File: config.mk
export PLATFORM = sky130hd
export DESIGN_NAME = can_bit_timer
export DESIGN_NICKNAME = d
export VERILOG_FILES = /design/src/rtl/can_bt_pkg.sv /design/src/rtl/can_bt_prescaler.sv /design/src/rtl/can_bt_route.sv /design/src/rtl/can_bt_seq.sv /design/src/rtl/can_bit_timer.sv
export SDC_FILE = /design/constraint.sdc
export NUM_CORES = 1
export LEC_CHECK = 0
export ABC_AREA = 1
export CAP_MARGIN = 40
export CORE_UTILIZATION = 28
export DETAILED_ROUTE_END_ITERATION = 8
export DONT_BUFFER_PORTS = 1
export SLEW_MARGIN = 10
export SYNTH_ARGS = -nofsm -noshare
export SYNTH_HDL_FRONTEND = slang
export SYNTH_HIERARCHICAL = 1
export SYNTH_SLANG_ARGS = --single-unit
export TNS_END_PERCENT = 5
File: constraint.sdc
create_clock -name clk -period 5.3 [get_ports clk]
set_input_delay 0.795 -clock clk [delete_from_list [all_inputs] [get_ports clk]]
set_output_delay 0.795 -clock clk [all_outputs]
set_load 0.02 [all_outputs]
File: src/rtl/can_bt_pkg.sv
package can_bt_pkg;
  typedef enum logic [1:0] {
    PH_SYNC = 2'd0,
    PH_ONE  = 2'd1,
    PH_TWO  = 2'd2
  } phase_e;
endpackage

File: src/rtl/can_bt_prescaler.sv
module can_bt_prescaler #(
  parameter int DIV_W = 12
) (
  input  logic             clk,
  input  logic             rst,
  input  logic [DIV_W-1:0] div,
  output logic             tick
);
  logic [DIV_W-1:0] cnt;

  always_ff @(posedge clk) begin
    if (rst) begin
      cnt  <= '0;
      tick <= 1'b0;
    end else if (cnt >= div) begin
      cnt  <= '0;
      tick <= 1'b1;
    end else begin
      cnt  <= cnt + 1'b1;
      tick <= 1'b0;
    end
  end
endmodule

File: src/rtl/can_bt_route.sv
module can_bt_route (
  input  logic clk,
  input  logic rst,
  input  logic tick,
  input  logic rx_pin,
  input  logic tx_bit,
  input  logic loop_en,
  input  logic listen_en,
  output logic rx_int,
  output logic fall,
  output logic tx_pin
);
  logic rx_prev;
  logic own_dom;

  // internal receive path: transmitter output in loop-back, bus otherwise
  assign rx_int  = loop_en ? tx_bit : rx_pin;
  // in listen-only the node never drives dominant
  assign own_dom = ~listen_en & ~tx_bit;
  assign fall    = tick & rx_prev & ~rx_int & ~own_dom;

  always_ff @(posedge clk) begin
    if (rst) begin
      rx_prev <= 1'b1;
      tx_pin  <= 1'b1;
    end else begin
      if (tick) rx_prev <= rx_int;
      tx_pin <= (loop_en | listen_en) ? 1'b1 : tx_bit;
    end
  end
endmodule

File: src/rtl/can_bt_seq.sv
module can_bt_seq
  import can_bt_pkg::*;
#(
  parameter int SEG1_W = 4,
  parameter int SEG2_W = 3,
  parameter int SJW_W  = 2
) (
  input  logic              clk,
  input  logic              rst,
  input  logic              tick,
  input  logic              fall,
  input  logic              bus_idle,
  input  logic              rx_int,
  input  logic [SEG1_W-1:0] seg1,
  input  logic [SEG2_W-1:0] seg2,
  input  logic [SJW_W-1:0]  sjw,
  output logic              sample_stb,
  output logic              sample_bit,
  output logic              bit_start
);
  localparam int WMAX = (SEG1_W > SEG2_W) ? SEG1_W : SEG2_W;
  localparam int CW   = ((WMAX > SJW_W) ? WMAX : SJW_W) + 2;

  phase_e        phase;
  logic [CW-1:0] qcnt, ext, shr;
  logic          rs_done;

  logic [CW-1:0] len1, len2, cap, err1, rem2, ext_n, shr_n;
  logic          resync, hard, end1, end2;

  function automatic logic [CW-1:0] min_q(input logic [CW-1:0] a, input logic [CW-1:0] b);
    return (a < b) ? a : b;
  endfunction

  always_comb begin
    len1   = CW'(seg1) + CW'(1);
    len2   = CW'(seg2) + CW'(1);
    cap    = CW'(sjw) + CW'(1);
    hard   = fall & bus_idle;
    resync = fall & ~bus_idle & ~rs_done;
    err1   = qcnt + CW'(1);
    rem2   = len2 - CW'(1) - qcnt;
    ext_n  = (resync && phase == PH_ONE) ? min_q(err1, cap) : ext;
    shr_n  = (resync && phase == PH_TWO) ? min_q(rem2, cap) : shr;
    end1   = (qcnt == len1 - CW'(1) + ext_n);
    end2   = (qcnt >= len2 - CW'(1) - shr_n);
  end

  always_ff @(posedge clk) begin
    if (rst) begin
      phase      <= PH_SYNC;
      qcnt       <= '0;
      ext        <= '0;
      shr        <= '0;
      rs_done    <= 1'b0;
      sample_stb <= 1'b0;
      sample_bit <= 1'b1;
      bit_start  <= 1'b0;
    end else begin
      sample_stb <= 1'b0;
      bit_start  <= 1'b0;
      if (tick) begin
        if (hard) begin
          phase     <= PH_SYNC;
          qcnt      <= '0;
          ext       <= '0;
          shr       <= '0;
          rs_done   <= 1'b1;
          bit_start <= 1'b1;
        end else begin
          case (phase)
            PH_SYNC: begin
              phase   <= PH_ONE;
              qcnt    <= '0;
              ext     <= '0;
              shr     <= '0;
              rs_done <= rs_done | resync;
            end
            PH_ONE: begin
              ext <= ext_n;
              if (resync) rs_done <= 1'b1;
              if (end1) begin
                phase      <= PH_TWO;
                qcnt       <= '0;
                sample_stb <= 1'b1;
                sample_bit <= rx_int;
              end else begin
                qcnt <= qcnt + CW'(1);
              end
            end
            PH_TWO: begin
              if (end2) begin
                phase     <= PH_SYNC;
                qcnt      <= '0;
                shr       <= '0;
                rs_done   <= 1'b0;
                bit_start <= 1'b1;
              end else begin
                shr  <= shr_n;
                qcnt <= qcnt + CW'(1);
                if (resync) rs_done <= 1'b1;
              end
            end
            default: phase <= PH_SYNC;
          endcase
        end
      end
    end
  end
endmodule

File: src/rtl/can_bit_timer.sv
module can_bit_timer #(
  parameter int DIV_W  = 12,
  parameter int SEG1_W = 4,
  parameter int SEG2_W = 3,
  parameter int SJW_W  = 2,
  parameter logic [DIV_W-1:0]  DIV_INIT  = '0,
  parameter logic [SEG1_W-1:0] SEG1_INIT = SEG1_W'(3),
  parameter logic [SEG2_W-1:0] SEG2_INIT = SEG2_W'(2),
  parameter logic [SJW_W-1:0]  SJW_INIT  = SJW_W'(1)
) (
  input  logic              clk,
  input  logic              rst,
  input  logic              rx_pin,
  input  logic              tx_bit,
  input  logic              bus_idle,
  input  logic              cfg_load,
  input  logic [DIV_W-1:0]  cfg_div,
  input  logic [SEG1_W-1:0] cfg_seg1,
  input  logic [SEG2_W-1:0] cfg_seg2,
  input  logic [SJW_W-1:0]  cfg_sjw,
  input  logic              cfg_loop,
  input  logic              cfg_listen,
  output logic              tx_pin,
  output logic              tq_tick,
  output logic              sample_stb,
  output logic              sample_bit,
  output logic              bit_start
);
  logic [DIV_W-1:0]  div_q;
  logic [SEG1_W-1:0] seg1_q;
  logic [SEG2_W-1:0] seg2_q;
  logic [SJW_W-1:0]  sjw_q;
  logic              loop_q, listen_q;
  logic              rx_int, fall;

  always_ff @(posedge clk) begin
    if (rst) begin
      div_q    <= DIV_INIT;
      seg1_q   <= SEG1_INIT;
      seg2_q   <= SEG2_INIT;
      sjw_q    <= SJW_INIT;
      loop_q   <= 1'b0;
      listen_q <= 1'b0;
    end else if (cfg_load) begin
      div_q    <= cfg_div;
      seg1_q   <= cfg_seg1;
      seg2_q   <= cfg_seg2;
      sjw_q    <= cfg_sjw;
      loop_q   <= cfg_loop;
      listen_q <= cfg_listen;
    end
  end

  can_bt_prescaler #(.DIV_W(DIV_W)) u_presc (
    .clk  (clk),
    .rst  (rst),
    .div  (div_q),
    .tick (tq_tick)
  );

  can_bt_route u_route (
    .clk       (clk),
    .rst       (rst),
    .tick      (tq_tick),
    .rx_pin    (rx_pin),
    .tx_bit    (tx_bit),
    .loop_en   (loop_q),
    .listen_en (listen_q),
    .rx_int    (rx_int),
    .fall      (fall),
    .tx_pin    (tx_pin)
  );

  can_bt_seq #(.SEG1_W(SEG1_W), .SEG2_W(SEG2_W), .SJW_W(SJW_W)) u_seq (
    .clk        (clk),
    .rst        (rst),
    .tick       (tq_tick),
    .fall       (fall),
    .bus_idle   (bus_idle),
    .rx_int     (rx_int),
    .seg1       (seg1_q),
    .seg2       (seg2_q),
    .sjw        (sjw_q),
    .sample_stb (sample_stb),
    .sample_bit (sample_bit),
    .bit_start  (bit_start)
  );
endmodule

==> Word level (Yosys, flattened, before mapping) <==
Index checks and enable logic that the tools add are counted.
{ "totals": {"ff_bits": 62, "out_inout_bits": 5, "elab_cells": 97} }
{ "classes": {"addsub": 10, "n_lt_le_gt_ge": 4, "eq_ne": 5, "n_mux": 27, "bitwise_logic": 18, "n_reduce_logical": 15} }
{ "op_table": {"columns": ["op", "n"], "rows": [
  ["6-bit two-way mux", 10],
  ["6-bit case mux with 2 select lines", 2],
  ["6-bit case mux with 3 select lines", 1],
  ["12-bit by 1-bit adder with 12-bit output, second input constant", 1],
  ["12-bit greater-or-equal comparator", 1],
  ["6-bit less-than comparator", 2],
  ["6-bit by 1-bit subtractor with 6-bit output, second input constant", 2],
  ["6-bit subtractor", 2],
  ["1-bit two-way mux", 9],
  ["1-bit NOT", 9],
  ["1-bit AND", 7],
  ["6-bit by 1-bit adder with 6-bit output, second input constant", 1],
  ["6-bit adder", 1],
  ["6-bit == test", 1],
  ["6-bit greater-or-equal comparator", 1],
  ["2-bit two-way mux", 3],
  ["3-bit by 1-bit != test with 1-bit output, second input constant", 2],
  ["2-bit case mux with 3 select lines", 1],
  ["2-bit AND reduction", 3],
  ["3-bit nonzero test", 2],
  ["2-bit OR reduction", 3],
  ["4-bit by 1-bit adder with 5-bit output, second input constant", 1],
  ["3-bit by 1-bit adder with 4-bit output, second input constant", 1],
  ["4-bit AND reduction", 1],
  ["10 further kinds", 12]
]} }

==> Depth between registers and ports, before layout <==
{ "logic_depth": {"word_depth": 13, "depth_mapped": 29, "mapped_depth_nobuf": 29} }

==> Hierarchy <==
The synthesis kept the hierarchy.
{ "modules_own_cells": {"columns": ["module", "n_inst", "cells_each", "area_per_inst_um2"], "rows": [
  ["can_bt_seq", 1, 324, 2237.1],
  ["can_bit_timer", 1, 139, 937.1],
  ["can_bt_prescaler", 1, 128, 900.9],
  ["can_bt_route", 1, 21, 115.1]
]} }

==> Worst setup path after synthesis <==
Ideal clock, no wire load.
{ "synth_timing": {"path_type": "flip-flop to flip-flop", "from": "reg u_seq.qcnt[0]", "to": "reg u_seq.shr[0]", "setup_ns": 0.072, "arrival_time_ns": 4.256, "required_time_ns": 5.228, "setup_slack_ns": 0.972, "stages_incl_launch_ff": 25, "cell_sequence": "dfxtp_1 ha_1 inv_1 fa_1 ha_1 a21oi_1 o21bai_1 nor2_1 nand3_1 nand2_1 nand3_1 and2_1 ha_1 fa_1 nor2_1 o21ai_1 xor2_1 ha_1 nand2_1 o21ai_1 a31oi_1 nand4_1 nor2_1 nand3_1 a21oi_1"} }
{ "synth_via": {"elab_chain_cells": 9} }
{ "synth_lines": {"columns": ["item", "line_no", "source"], "rows": [
  ["from (decl)", "can_bt_seq.sv:25", "logic [CW-1:0] qcnt, ext, shr;"],
  ["from (signal assigned)", "can_bt_seq.sv:88", "qcnt <= qcnt + CW'(1);"],
  ["from (signal assigned)", "can_bt_seq.sv:100", "qcnt <= qcnt + CW'(1);"],
  ["6-bit subtractor", "can_bt_seq.sv:42", "rem2 = len2 - CW'(1) - qcnt;"],
  ["6-bit less-than comparator", "can_bt_seq.sv:32", "return (a < b) ? a : b;"],
  ["6-bit two-way mux", "can_bt_seq.sv:32", null],
  ["6-bit two-way mux", "can_bt_seq.sv:44", "shr_n = (resync && phase == PH_TWO) ? min_q(rem2, cap) : shr;"],
  ["6-bit subtractor", "can_bt_seq.sv:46", "end2 = (qcnt >= len2 - CW'(1) - shr_n);"],
  ["6-bit greater-or-equal comparator", "can_bt_seq.sv:46", null],
  ["6-bit two-way mux *", "can_bt_seq.sv:92", "if (end2) begin"],
  ["6-bit case mux with 2 select lines *", "can_bt_seq.sv:71", "case (phase)"],
  ["6-bit two-way mux *", "can_bt_seq.sv:63", "if (hard) begin"],
  ["to (signal assigned)", "can_bt_seq.sv:99", "shr <= shr_n;"],
  ["to (decl)", "can_bt_seq.sv:25", null]
]} }
Every way passes the cells marked *; elsewhere a longest branch is shown, timed or not.
A chain may end at the register's enable or synchronous reset.

==> Worst setup path after layout <==
{ "layout_timing": {"from": "reg u_seq.qcnt[0]", "to": "reg u_seq.phase[0]"} }
{ "layout_via": {"elab_chain_cells": 8} }
{ "layout_lines": {"columns": ["item", "line_no", "source"], "rows": [
  ["6-bit subtractor / 6-bit by 1-bit adder with 6-bit output (equally long branches)", "can_bt_seq.sv:42, can_bt_seq.sv:41", null],
  ["6-bit less-than comparator", "can_bt_seq.sv:32", null],
  ["6-bit two-way mux", "can_bt_seq.sv:32", null],
  ["6-bit two-way mux (on tied branches)", "can_bt_seq.sv:44, can_bt_seq.sv:43", null],
  ["6-bit subtractor / 6-bit adder (equally long branches)", "can_bt_seq.sv:46, can_bt_seq.sv:45", null],
  ["6-bit greater-or-equal comparator / 6-bit == test (equally long branches)", "can_bt_seq.sv:46, can_bt_seq.sv:45", null],
  ["3-bit by 1-bit != test with 1-bit output (no source line)", null, null],
  ["3-bit AND reduction (no source line) *", null, null],
  ["to (signal assigned)", "can_bt_seq.sv:51", "phase <= PH_SYNC;"],
  ["to (signal assigned)", "can_bt_seq.sv:64", "phase <= PH_SYNC;"],
  ["to (signal assigned)", "can_bt_seq.sv:73", "phase <= PH_ONE;"],
  ["to (decl)", "can_bt_seq.sv:24", "phase_e phase;"]
]} }
Marked as above.

==> results.tsv <==
metric	value	unit
vias per cell	4.44	
CTS Buffer Depth	2	
total power	0.00122	W
reg2reg start	u_seq/qcnt[0]	
vias in the first global route	3534	
post-synthesis mux area share	0	
status	finished clean	
CTS buffer count	9	
Hold Startpoint	u_presc/cnt[0]	
global-route total usage across every layer	0.131	
# hold bufs at CTS	0	
final setup fails	0	
DR WL/cell	11.4	µm
Final Max Tran Viols	0	
Die Area	0.0155	mm²
H-tree levels	3	
Synth top area share	0.296	
NetSw	0.000321	W
Internal	0.000896	W
r2r setup slk	0.60	ns
Worst Path Required	5.54	ns
post-synthesis compound-gate area fraction	0.0720	
Post-DRT Antenna Nets	0	
grt ovf	0	
P_leak	2.14	nW
final worst-path cycle share	0.886	
clock sink count	62	
core box area	0.0146	mm²
Reg2Reg Depth	29	
crit path kind	reg -> reg	
GP Congestion	0.822	
CTS clk-pin slew, worst paths	0.05	ns
WL final	9180	µm
initial DRC count	180	
std cell rows	44	
Worst EP arrival	4.93	ns
power per cell area	262	mW/mm²
Setup crit start kind	register	
chip width	124	µm
sequential area share after synthesis	0.296	
Initial Utilization	0.287	
cell taking the most area after synthesis	dfxtp_1	
drc violations	0	
Synth Area in XOR/XNOR	0.0376	
Diodes inserted	0	
Post-Synth Simple-Gate Area	0.346	
leading post-synthesis cells by cell area	dfxtp_1, nand2_1, ha_1	
Achievable Freq	213	MHz
Critical Path End Type	register	
Die H	124	µm
Worst path slowest cell	dfxtp_1	
clock root buffer	clkbuf_16	
routed vias	3566	
switch share	0.264	
Synth cell types	39	
pin count of the biggest net entering global routing	44	
Layout area overhead	10.7	%
Skew-Pair Late Insertion Delay	0.34	ns
Comb power frac	0.112	
RSZ-0062 raised after global routing	no	
# fillers	1556	
Hold Path Sink	u_presc/cnt[0]	
fin nets	684	
Worst-Margin Slew	0.749	ns
Avg Cell Area, Syn	6.85	µm²
largest family of logic cells by synthesized area	simple AND/OR/NAND/NOR gates	
Hold Vio Cnt, Final	0	
Clock power frac	0.481	
layout cells sized above 1	0.113	
CTS tree	yes	
Yosys reg bits	62	
Detailed Place HPWL	6980	µm
Hold Path Stages	1	
setup_tns	0	ns
Setup Skew	0.00462	ns
Reg power frac	0.406	
area of the mapped netlist	0.00419	mm²
initial antenna violation count	0	
Worst path max stage delay	0.45	ns
I/O Buffers	0	
post-synthesis instance total	612	
Core Util, Final	0.318	
drt first pass iters	5	
most common cell after layout, fill and taps aside	nand2_1	
worst hold path type	reg -> reg	
CP max FO	6	
io pins	34	
synthesis warning total	6	
RR Endpoint	u_seq/phase[0]	
Slew HR	0.500	
syn nets	682	
commonest cells after routing, fill and taps aside	nand2_1, inv_1, nor2_1, dfxtp_1, nand3_1	
max-cap violations	0	
Worst VDD drop	0.179	mV
fraction of the mapped netlist area in adder cells	0.128	
first-pass GRT wire length	16500	µm
Final Critical Period	4.70	ns
area by class of cell:
| class | count | area [µm²] | area share |
|---|---|---|---|
| Multi-Input combinational cell | 431 | 2450 | 0.528 |
| Inverter | 107 | 405 | 0.0874 |
| Timing Repair Buffer | 3 | 22.5 | 0.00485 |
| Clock buffer | 10 | 229 | 0.0494 |
| Tap cell | 184 | 230 | 0.0496 |
| Clock inverter | 6 | 62.6 | 0.0135 |
| Sequential cell | 62 | 1240 | 0.268 |
registers in the layout, indices dropped and copies added, names as in the netlist, 2 cells and up:
name / cells
div_q: 12
seg1_q: 4
seg2_q: 3
sjw_q: 2
u_presc/cnt: 12
u_seq/ext: 6
u_seq/phase: 2
u_seq/qcnt: 6
u_seq/shr: 6
routing by layer:
| layer | GRT usage | share of wire |
|---|---|---|
| met2 | 0.219 | 0.46 |
| met1 | 0.161 | 0.49 |
| met5 | 0 | 0 |
| met3 | 0.0434 | 0.041 |
| met4 | 0.0333 | 0.014 |
worst max-delay path, delay by kind of cell, from the launching register on:
family | cells | cell delay [ns]
simple gates | 13 | 1.45
compound gates | 4 | 0.43
xor+xnor | 1 | 0.15
flops | 1 | 0.45
buf+inv | 5 | 0.43
fa+ha+maj | 6 | 1.70
power groups by stage:
| stage | Clock (W) | Sequential [W] | Combinational (W) |
|---|---|---|---|
| floorplan | 0 | 0.000503 | 0.000120 |
| global placement | 0 | 0.000505 | 0.000136 |
| detailed placement | 0 | 0.000505 | 0.000137 |
| CTS | 0.000605 | 0.000495 | 0.000138 |
| global route | 0.000629 | 0.000497 | 0.000160 |
| finish | 0.000586 | 0.000495 | 0.000137 |
cells by family after synthesis:
kind of cell | Yosys count
xor+xnor | 18
fa+ha+maj | 41
buf+inv | 119
compound gates | 48
simple gates | 324
flops | 62
synthesized netlist by cell type:
| cell | count |
|---|---|
| a21oi_1 | 25 |
| a21oi_2 | 5 |
| a31oi_1 | 1 |
| and2_1 | 1 |
| buf_2 | 3 |
| buf_4 | 1 |
| buf_6 | 6 |
| clkbuf_1 | 2 |
| clkinv_1 | 2 |
| clkinv_2 | 1 |
| dfxtp_1 | 62 |
| fa_1 | 3 |
| ha_1 | 38 |
| inv_1 | 94 |
| inv_2 | 9 |
| inv_4 | 1 |
| nand2_1 | 155 |
| nand2_2 | 8 |
| nand2_4 | 2 |
| nand3_1 | 39 |
| nand3_2 | 7 |
| nand3b_1 | 1 |
| nand4_1 | 13 |
| nand4_4 | 1 |
| nor2_1 | 81 |
| nor2_2 | 7 |
| nor2_4 | 3 |
| nor3_1 | 3 |
| o211ai_1 | 1 |
| o21ai_0 | 3 |
| o21ai_1 | 5 |
| o21ai_2 | 3 |
| o21bai_1 | 2 |
| o31a_1 | 1 |
| o31ai_1 | 1 |
| o31ai_4 | 1 |
| or2_2 | 3 |
| xnor2_1 | 6 |
| xor2_1 | 12 |
how the worst max path moves through the flow:
| stage | cells past startpoint | endpoint | from |
|---|---|---|---|
| after global routing | 26 | u_seq/shr[1] | u_seq/qcnt[0] |
| after detailed placement | 27 | u_seq/shr[1] | u_seq/qcnt[0] |
| after CTS | 27 | u_seq/shr[1] | u_seq/qcnt[0] |
| after floorplan | 24 | u_seq/shr[0] | u_seq/qcnt[0] |
| after global placement | 27 | u_seq/shr[0] | u_seq/qcnt[0] |
| final | 29 | u_seq/phase[0] | u_seq/qcnt[0] |
metrics by stage:
| stage | cells | setup slack [ns] | hold slack [ns] | cell area [µm²] |
|---|---|---|---|---|
| CTS | 802 | 0.450 | 0.447 | 4630 |
| global placement | 786 | 0.604 | 0.433 | 4340 |
| floorplan | 612 | 0.972 | 0.417 | 4190 |
| finish | 803 | 0.602 | 0.442 | 4640 |
| detailed placement | 786 | 0.481 | 0.436 | 4340 |
| global route | 803 | 0.0628 | 0.471 | 4640 |
what timing repair did:
item                                    CTS  global route
endpoints found under the setup margin    0             3
resized for setup                         0             1
buffers inserted                          0             1
Note: power is estimated with default switching activity, not from simulation.
